## src/rtl/opsel_pkg.sv

```systemverilog
package opsel_pkg;
  typedef enum logic [1:0] {
    SRC_REG  = 2'd0,
    SRC_ZEXT = 2'd1,
    SRC_SEXT = 2'd2,
    SRC_PFX  = 2'd3
  } bSrcT;

  typedef struct packed {
    logic loadA;
    logic useFwd;
    logic loadHi;
    bSrcT hiSrc;
    logic loadLo;
    logic loImm;
    logic loadSt;
  } strobeT;
endpackage

```

## src/rtl/opsel_ctrl.sv

```systemverilog
module opsel_ctrl
  import opsel_pkg::*;
#(
  parameter int IDX_W = 4
) (
  input  logic             clk,
  input  logic             rst,
  input  logic             stageEn,
  input  logic [1:0]       bSel,
  input  logic             isStore,
  input  logic [IDX_W-1:0] srcAIdx,
  input  logic [IDX_W-1:0] prevDestIdx,
  input  logic             prevWrites,
  output strobeT           strobe,
  output logic             pending
);
  bSrcT sel;
  logic isPfx;

  always_comb begin
    sel   = bSrcT'(bSel);
    isPfx = (sel == SRC_PFX);
    strobe.loadA  = stageEn && !isPfx;
    strobe.useFwd = prevWrites && (prevDestIdx == srcAIdx);
    // upper bits stay frozen while a prefix waits for its low part
    strobe.loadHi = stageEn && (isPfx || !pending);
    strobe.hiSrc  = sel;
    strobe.loadLo = stageEn && !isPfx;
    strobe.loImm  = pending || (sel != SRC_REG);
    strobe.loadSt = stageEn && isStore;
  end

  always_ff @(posedge clk) begin
    if (rst)          pending <= 1'b0;
    else if (stageEn) pending <= isPfx;
  end
endmodule

```

## src/rtl/opsel_datapath.sv

```systemverilog
module opsel_datapath
  import opsel_pkg::*;
#(
  parameter int DATA_W   = 16,
  parameter int IMM_LO_W = 4
) (
  input  logic              clk,
  input  logic              rst,
  input  strobeT            strobe,
  input  logic [DATA_W-1:0] instr,
  input  logic [DATA_W-1:0] aRegVal,
  input  logic [DATA_W-1:0] bRegVal,
  input  logic [DATA_W-1:0] aluResult,
  output logic [DATA_W-1:0] aOperand,
  output logic [DATA_W-1:0] bOperand,
  output logic [DATA_W-1:0] storeData
);
  localparam int HI_W = DATA_W - IMM_LO_W;

  logic [DATA_W-1:0]   fwdVal;
  logic [HI_W-1:0]     hiNext;
  logic [IMM_LO_W-1:0] loNext;

  always_comb begin
    fwdVal = strobe.useFwd ? aluResult : aRegVal;
    unique case (strobe.hiSrc)
      SRC_REG:  hiNext = bRegVal[DATA_W-1:IMM_LO_W];
      SRC_ZEXT: hiNext = '0;
      SRC_SEXT: hiNext = {HI_W{instr[IMM_LO_W-1]}};
      default:  hiNext = instr[HI_W-1:0];
    endcase
    loNext = strobe.loImm ? instr[IMM_LO_W-1:0] : bRegVal[IMM_LO_W-1:0];
  end

  always_ff @(posedge clk) begin
    if (rst) begin
      aOperand  <= '0;
      bOperand  <= '0;
      storeData <= '0;
    end else begin
      if (strobe.loadA)  aOperand <= fwdVal;
      if (strobe.loadHi) bOperand[DATA_W-1:IMM_LO_W] <= hiNext;
      if (strobe.loadLo) bOperand[IMM_LO_W-1:0] <= loNext;
      if (strobe.loadSt) storeData <= bRegVal;
    end
  end
endmodule

```

## src/rtl/operand_select_stage.sv

```systemverilog
module operand_select_stage
  import opsel_pkg::*;
#(
  parameter int DATA_W   = 16,
  parameter int IMM_LO_W = 4,
  parameter int IDX_W    = 4
) (
  input  logic              clk,
  input  logic              rst,
  input  logic              stageEn,
  input  logic [DATA_W-1:0] instr,
  input  logic [1:0]        bSel,
  input  logic              isStore,
  input  logic [IDX_W-1:0]  srcAIdx,
  input  logic [IDX_W-1:0]  prevDestIdx,
  input  logic              prevWrites,
  input  logic [DATA_W-1:0] aRegVal,
  input  logic [DATA_W-1:0] bRegVal,
  input  logic [DATA_W-1:0] aluResult,
  output logic [DATA_W-1:0] aOperand,
  output logic [DATA_W-1:0] bOperand,
  output logic [DATA_W-1:0] storeData,
  output logic              prefixPending
);
  strobeT strobe;

  opsel_ctrl #(.IDX_W(IDX_W)) ctrl (
    .clk(clk), .rst(rst), .stageEn(stageEn), .bSel(bSel), .isStore(isStore),
    .srcAIdx(srcAIdx), .prevDestIdx(prevDestIdx), .prevWrites(prevWrites),
    .strobe(strobe), .pending(prefixPending)
  );

  opsel_datapath #(.DATA_W(DATA_W), .IMM_LO_W(IMM_LO_W)) dp (
    .clk(clk), .rst(rst), .strobe(strobe), .instr(instr),
    .aRegVal(aRegVal), .bRegVal(bRegVal), .aluResult(aluResult),
    .aOperand(aOperand), .bOperand(bOperand), .storeData(storeData)
  );
endmodule

```

## config.mk

```make
export PLATFORM = sky130hd
export DESIGN_NAME = operand_select_stage
export DESIGN_NICKNAME = d
export VERILOG_FILES = /design/src/rtl/opsel_pkg.sv /design/src/rtl/opsel_ctrl.sv /design/src/rtl/opsel_datapath.sv /design/src/rtl/operand_select_stage.sv
export SDC_FILE = /design/constraint.sdc
export NUM_CORES = 1
export LEC_CHECK = 0
export BUFFER_PORTS_ARGS = -buffer_cell sky130_fd_sc_hd__buf_2
export CORE_ASPECT_RATIO = 1.2
export CORE_UTILIZATION = 44
export CTS_CLUSTER_SIZE = 30
export DETAILED_ROUTE_END_ITERATION = 6
export PLACE_DENSITY_LB_ADDON = 0.15
export SYNTH_ARGS = -nofsm -noshare
export SYNTH_HDL_FRONTEND = slang
export SYNTH_HIERARCHICAL = 1
export SYNTH_SLANG_ARGS = --single-unit
```

## constraint.sdc

```tcl
create_clock -name clk -period 1.4 [get_ports clk]
set_input_delay 0.07 -clock clk [delete_from_list [all_inputs] [get_ports clk]]
set_output_delay 0.07 -clock clk [all_outputs]
set_load 0.02 [all_outputs]
```

==> impl_metrics.json, run 1 <==
{
  "num_vias": 2075,
  "setup_viol": 0,
  "final_cell_mix": "buf_2 (123), dfxtp_1 (49), nor2_1 (38)",
  "ys_seq_area_share_pct": 42.15,
  "clock_latency_ns": 0.30,
  "synth_area_um2": 2327,
  "cts_root_buf": "clkbuf_8",
  "cts_buffers": 5,
  "drtIter0Drc": 83,
  "std_cell_rows": 28,
  "setup_ws_ns": 0.1448,
  "syn_inst": 230,
  "final_nets": 424,
  "dr.pass1.iters": 4,
  "setup_tns_ns": 0,
  "preCtsSetupSlack_ns": 0.00009759,
  "drive_gt1_share_pct": 43.77,
  "status": "finished clean",
  "worst-path-max-fanout": 4,
  "final-max-slew-violation-count": 0,
  "worst_ep_arrival_time_ns": 1.46,
  "cpLargestDelayFamily": "simple AND/OR/NAND/NOR gates",
  "grtUsageTotal_pct": 20.16,
  "maxSlewHeadroom_pct": 67.73,
  "grt_pass1_vias": 1904,
  "via_per_inst": 5.123,
  "clk_pin_slew_ns": 0.09,
  "wl_per_cell_um": 13.20,
  "start_util_pct": 46.45,
  "crit_type": "flip-flop to flip-flop",
  "synth_fp_nets": 309,
  "worst_pin_slew_ns": 0.4840,
  "finalCritPeriodShare_pct": 89.66,
  "cp_cell_sequence": "or3_4 > mux2i_1 > a211oi_1",
  "critPathLaunchType": "flip-flop",
  "cp.buffers_inverters": 0,
  "holdBufCountCts": 0,
  "dpl_cell_area_um2": 2975,
  "leakage_nw": 1.428,
  "clk_path_buf_depth": 2,
  "final_common_cell": "buf_2",
  "dieHeight_um": 81.67,
  "hold_viol_final": 0,
  "max_stage_delay_ns": 0.44,
  "avgSynthCellArea_um2": 10.12,
  "diodes": 0,
  "antenna_found_initial": 0,
  "final_core_util_pct": 61.56,
  "core_area_um2": 5010,
  "ctsResizeCount": 0,
  "postCtsSetupBuffers": 0,
  "fmaxAchievable_mhz": 796.7,
  "tritoncts": "yes",
  "synth_cell_types": 31,
  "hpwl_mm": 3.980,
  "grt_pass1_wl_mm": 8.473,
  "wl_mm": 5.345,
  "detail-route-antenna-nets": 0,
  "clock-skew-final_ns": 0.003336,
  "min_period_ns": 1.255,
  "min_path_type": "input pin to flip-flop",
  "stdcell_area_um2": 3084,
  "num_io_pins": 128,
  "htree_levels": 2,
  "grt_start_max_net_pins": 42,
  "overflow": 0,
  "rsz0062_at_grt": "no",
  "drc_errors": 0,
  "crit_path_top_delay_cell": "or3_4",
  "area_growth_pct": 32.53,
  "endpoint_kind": "flip-flop",
  "maxCapViolCount": 0,
  "max-vdd-ir-drop_mv": 0.4763,
  "whs_ns": 0.01814,
  "die_area_um2": 5585,
  "placement.io_buffers": 123,
  "gp_congestion": 0.7580,
  "nFillCells": 451,
  "die_w_um": 68.39,
  "powerDensity_nw_per_um2": 1035,
  "yosysWarnings": 6,
  "crit_required_ns": 1.61,
  "ys_ff_latch": 49,
  "cts.sinks": 49
}
## where the power goes
group	internal [mW]	leakage, nW	switching [mW]	total [mW]
logic	0.310	0.969	0.382	0.692
clock network	0.519	0.0540	0.441	0.960
registers	1.49	0.405	0.0477	1.54
## per-stage QoR
step	std cells	power [mW]
floorplan	230	2.002
global placement	398	2.255
detailed placement	398	2.269
CTS	405	3.242
global route	405	3.371
finish	405	3.191
## final cells by class
cell class              count  area, um^2  share of cell area, %
multi-input cells         154        1155                  37.44
flip-flops and latches     49       980.9                  31.81
repair buffers            132       758.2                  24.58
well taps                  60       75.07                  2.434
clock buffers               5       68.82                  2.231
clock inverters             2       35.03                  1.136
inverters                   3       11.26                 0.3651
## flip-flops by register name, indices dropped and copies added (netlist names)
name          flops
ctrl/pending      1
dp/aOperand      16
dp/bOperand      16
dp/storeData     16
## Yosys cell counts, drive strengths merged
| cell | count | share of area [%] |
|---|---|---|
| nand3b | 1 | 0.32 |
| or3b | 12 | 4.5 |
| and2 | 2 | 0.54 |
| a21boi | 1 | 0.32 |
| inv | 3 | 0.48 |
| a222oi | 1 | 0.43 |
| nor3 | 1 | 0.21 |
| o21bai | 11 | 3.5 |
| nand3 | 11 | 2.4 |
| or3 | 1 | 0.27 |
| clkbuf | 9 | 3.2 |
| buf | 15 | 4.9 |
| a211oi | 20 | 6.5 |
| a41oi | 11 | 6.1 |
| nor2 | 38 | 6.1 |
| dfxtp | 49 | 42 |
| o2111ai | 1 | 0.38 |
| xor2 | 1 | 0.38 |
| a311oi | 1 | 0.38 |
| or2b | 1 | 0.32 |
| nand2 | 2 | 0.32 |
| mux2i | 36 | 15 |
| nand2b | 1 | 0.27 |
| nor3b | 1 | 0.54 |
## final timing paths
check            startpoint         endpoint  slack [ns]  depth (start not counted)
min reg2reg  dp/aOperand[4]   dp/aOperand[4]        0.48                          2
max reg2reg    ctrl/pending   dp/bOperand[3]        0.14                          3
min              bRegVal[9]  dp/storeData[9]        0.02                          3
max            ctrl/pending   dp/bOperand[3]        0.14                          3
## kinds of logic (layout without fill, tap and decap cells)
| family | count (synthesis) | count (layout) | synth area share (%) |
|---|---|---|---|
| AOI/OAI and AO/OA | 46 | 46 | 17.58 |
| muxes | 36 | 36 | 15.48 |
| xor gates and xnor gates | 1 | 1 | 0.3764 |
| buffers and inverters | 27 | 142 | 8.601 |
| and+or+nand+nor | 71 | 71 | 15.81 |
| DFF | 49 | 49 | 42.15 |
## worst register-to-register path: stages, from the launching register on
cell      delay [ns]
dfxtp_1         0.35
or3_4           0.44
mux2i_1         0.13
a211oi_1        0.25
## metal layers
layer	routed length, um	track usage, %	up-vias
li1	-	-	1058
met1	2267	23.23	934
met2	2666	35.00	75
met4	89	7.083	0
met5	0	0	-
met3	322	5.556	8
Note: power is estimated with default switching activity, not from simulation.
==> inputs of run 2 (changes only) <==
- CORE_MARGIN: not set -> 2
- CORE_UTILIZATION: 44 -> 40
- clock period: 1.4 -> 1.1 ns (I/O delays scaled with it)
==> impl_metrics.json, run 2 (synthesis results as in run 1) <==
{
  "finalCritPeriodShare_pct": 105.7,
  "diodes": 0,
  "placement.io_buffers": 123,
  "num_io_pins": 128,
  "grt_start_max_net_pins": 42,
  "cp_cell_sequence": "or3_4 > mux2i_1 > a211oi_1",
  "max_stage_delay_ns": 0.37,
  "start_util_pct": 41.33,
  "hold_viol_final": 0,
  "cpLargestDelayFamily": "flip-flops",
  "preCtsSetupSlack_ns": -0.3473,
  "multi_input_area_um2": 1186,
  "endpoint_kind": "flip-flop",
  "hpwl_mm": 4.322,
  "final_core_util_pct": 57.02,
  "cts.sinks": 49,
  "wl_mm": 5.944,
  "std_cell_rows": 30,
  "htree_levels": 2,
  "worst-path-max-fanout": 4,
  "gp_congestion": 0.7144,
  "min_period_ns": 1.163,
  "final_cell_mix": "buf_2 (121), dfxtp_1 (48), nor2_1 (38)",
  "wl_per_cell_um": 14.15,
  "dr.pass1.iters": 4,
  "violations": "negative setup slack",
  "rsz0062_at_grt": "yes",
  "cts_root_buf": "clkbuf_8",
  "worst_pin_slew_ns": 0.2968,
  "grt_pass1_vias": 1918,
  "grtUsageTotal_pct": 17.39,
  "final-max-slew-violation-count": 0,
  "max-vdd-ir-drop_mv": 0.6718,
  "clk_pin_slew_ns": 0.09,
  "setup_tns_ns": -0.2387,
  "tritoncts": "yes",
  "detail-route-antenna-nets": 0,
  "nFillCells": 514,
  "final_nets": 434,
  "drc_errors": 0,
  "antenna_found_initial": 0,
  "core_area_um2": 5630,
  "die_w_um": 73.63,
  "top_regs": "dp/aOperand (16), dp/bOperand (16), dp/storeData (16)",
  "min_path_type": "input pin to flip-flop",
  "die_area_um2": 6447,
  "maxSlewHeadroom_pct": 80.21,
  "critPathLaunchType": "flip-flop",
  "fmaxAchievable_mhz": 860.1,
  "dieHeight_um": 87.56,
  "setup_viol": 7,
  "via_per_inst": 5.038,
  "final_common_cell": "buf_2",
  "setup_ws_ns": -0.06271,
  "area_growth_pct": 37.96,
  "overflow": 0,
  "crit_required_ns": 1.31,
  "crit_path_top_delay_cell": "dfxtp_4",
  "cp.buffers_inverters": 0,
  "clock_latency_ns": 0.30,
  "crit_type": "flip-flop to flip-flop",
  "maxCapViolCount": 0,
  "status": "finished with violations",
  "drive_gt1_share_pct": 46.63,
  "leakage_nw": 1.484,
  "worst_ep_arrival_time_ns": 1.38,
  "cts_buffers": 5,
  "drtIter0Drc": 33,
  "final-seq-area_um2": 984.7,
  "num_vias": 2116,
  "clk_path_buf_depth": 2,
  "grt_pass1_wl_mm": 8.845,
  "powerDensity_nw_per_um2": 1242,
  "clock-skew-final_ns": 0.007570
}
run 2: cell count changes in the layout (fill, tap and decap cells not counted), sizes merged:
| cell | previous run | this run |
|---|---|---|
| clkbuf | 5 | 9 |
| clkinv | 1 | 0 |
| buf | 132 | 141 |
| bufinv | 1 | 0 |
run 2: path summary, 6_finish.rpt:
kind         cells past startpoint  slack [ns]       startpoint               end
max reg2reg                      3       -0.06     ctrl/pending    dp/bOperand[0]
max                              3       -0.06     ctrl/pending    dp/bOperand[0]
min                              3       0.006      bRegVal[12]  dp/storeData[12]
min reg2reg                      2        0.49  dp/aOperand[15]   dp/aOperand[15]
run 2: final cells by class:
class	instances	share of cell area (%)
Multi-Input combinational cell	154	36.94
Timing Repair Buffer	142	26.73
Clock buffer	8	2.806
Inverter	3	0.3507
Tap cell	64	2.494
Sequential cell	49	30.67
run 2: power by group:
group          internal (mW)  switching [mW]
combinational          0.438           0.514
clock                  0.514           0.562
sequential              1.90          0.0628
run 2: worst register-to-register path: stages, from the launching register on:
cell and delay [ns]:
dfxtp_4 0.37, or3_4 0.37, mux2i_1 0.14, a211oi_1 0.20
run 2: through the flow:
step	area (um^2)	power [mW]	hold WS, ns	std cells
after floorplan	2347	2.555	0.1244	230
final	3211	3.987	0.006471	420
after global routing	3211	4.193	0.01752	420
after CTS	3132	3.986	0.006731	417
after global placement	3024	2.892	0.3035	409
after detailed placement	3024	2.907	0.3104	409
run 2: what timing repair did:
item,CTS,global route
buffers inserted,0,1
endpoints found under the hold margin,0,0
hold buffers,0,0
gates resized for setup,3,6
endpoints found under the setup margin,21,29
pin swaps,0,2
cloned,0,2
run 2: per-layer routing:
metal / track usage [%] / vias to the layer above / share of wire (%)
met5: 0 / - / 0
met1: 21.19 / 950 / 42
met2: 29.55 / 82 / 49
met3: 5.524 / 5 / 7.5
met4: 4.463 / 0 / 0.94
li1: - / 1079 / -
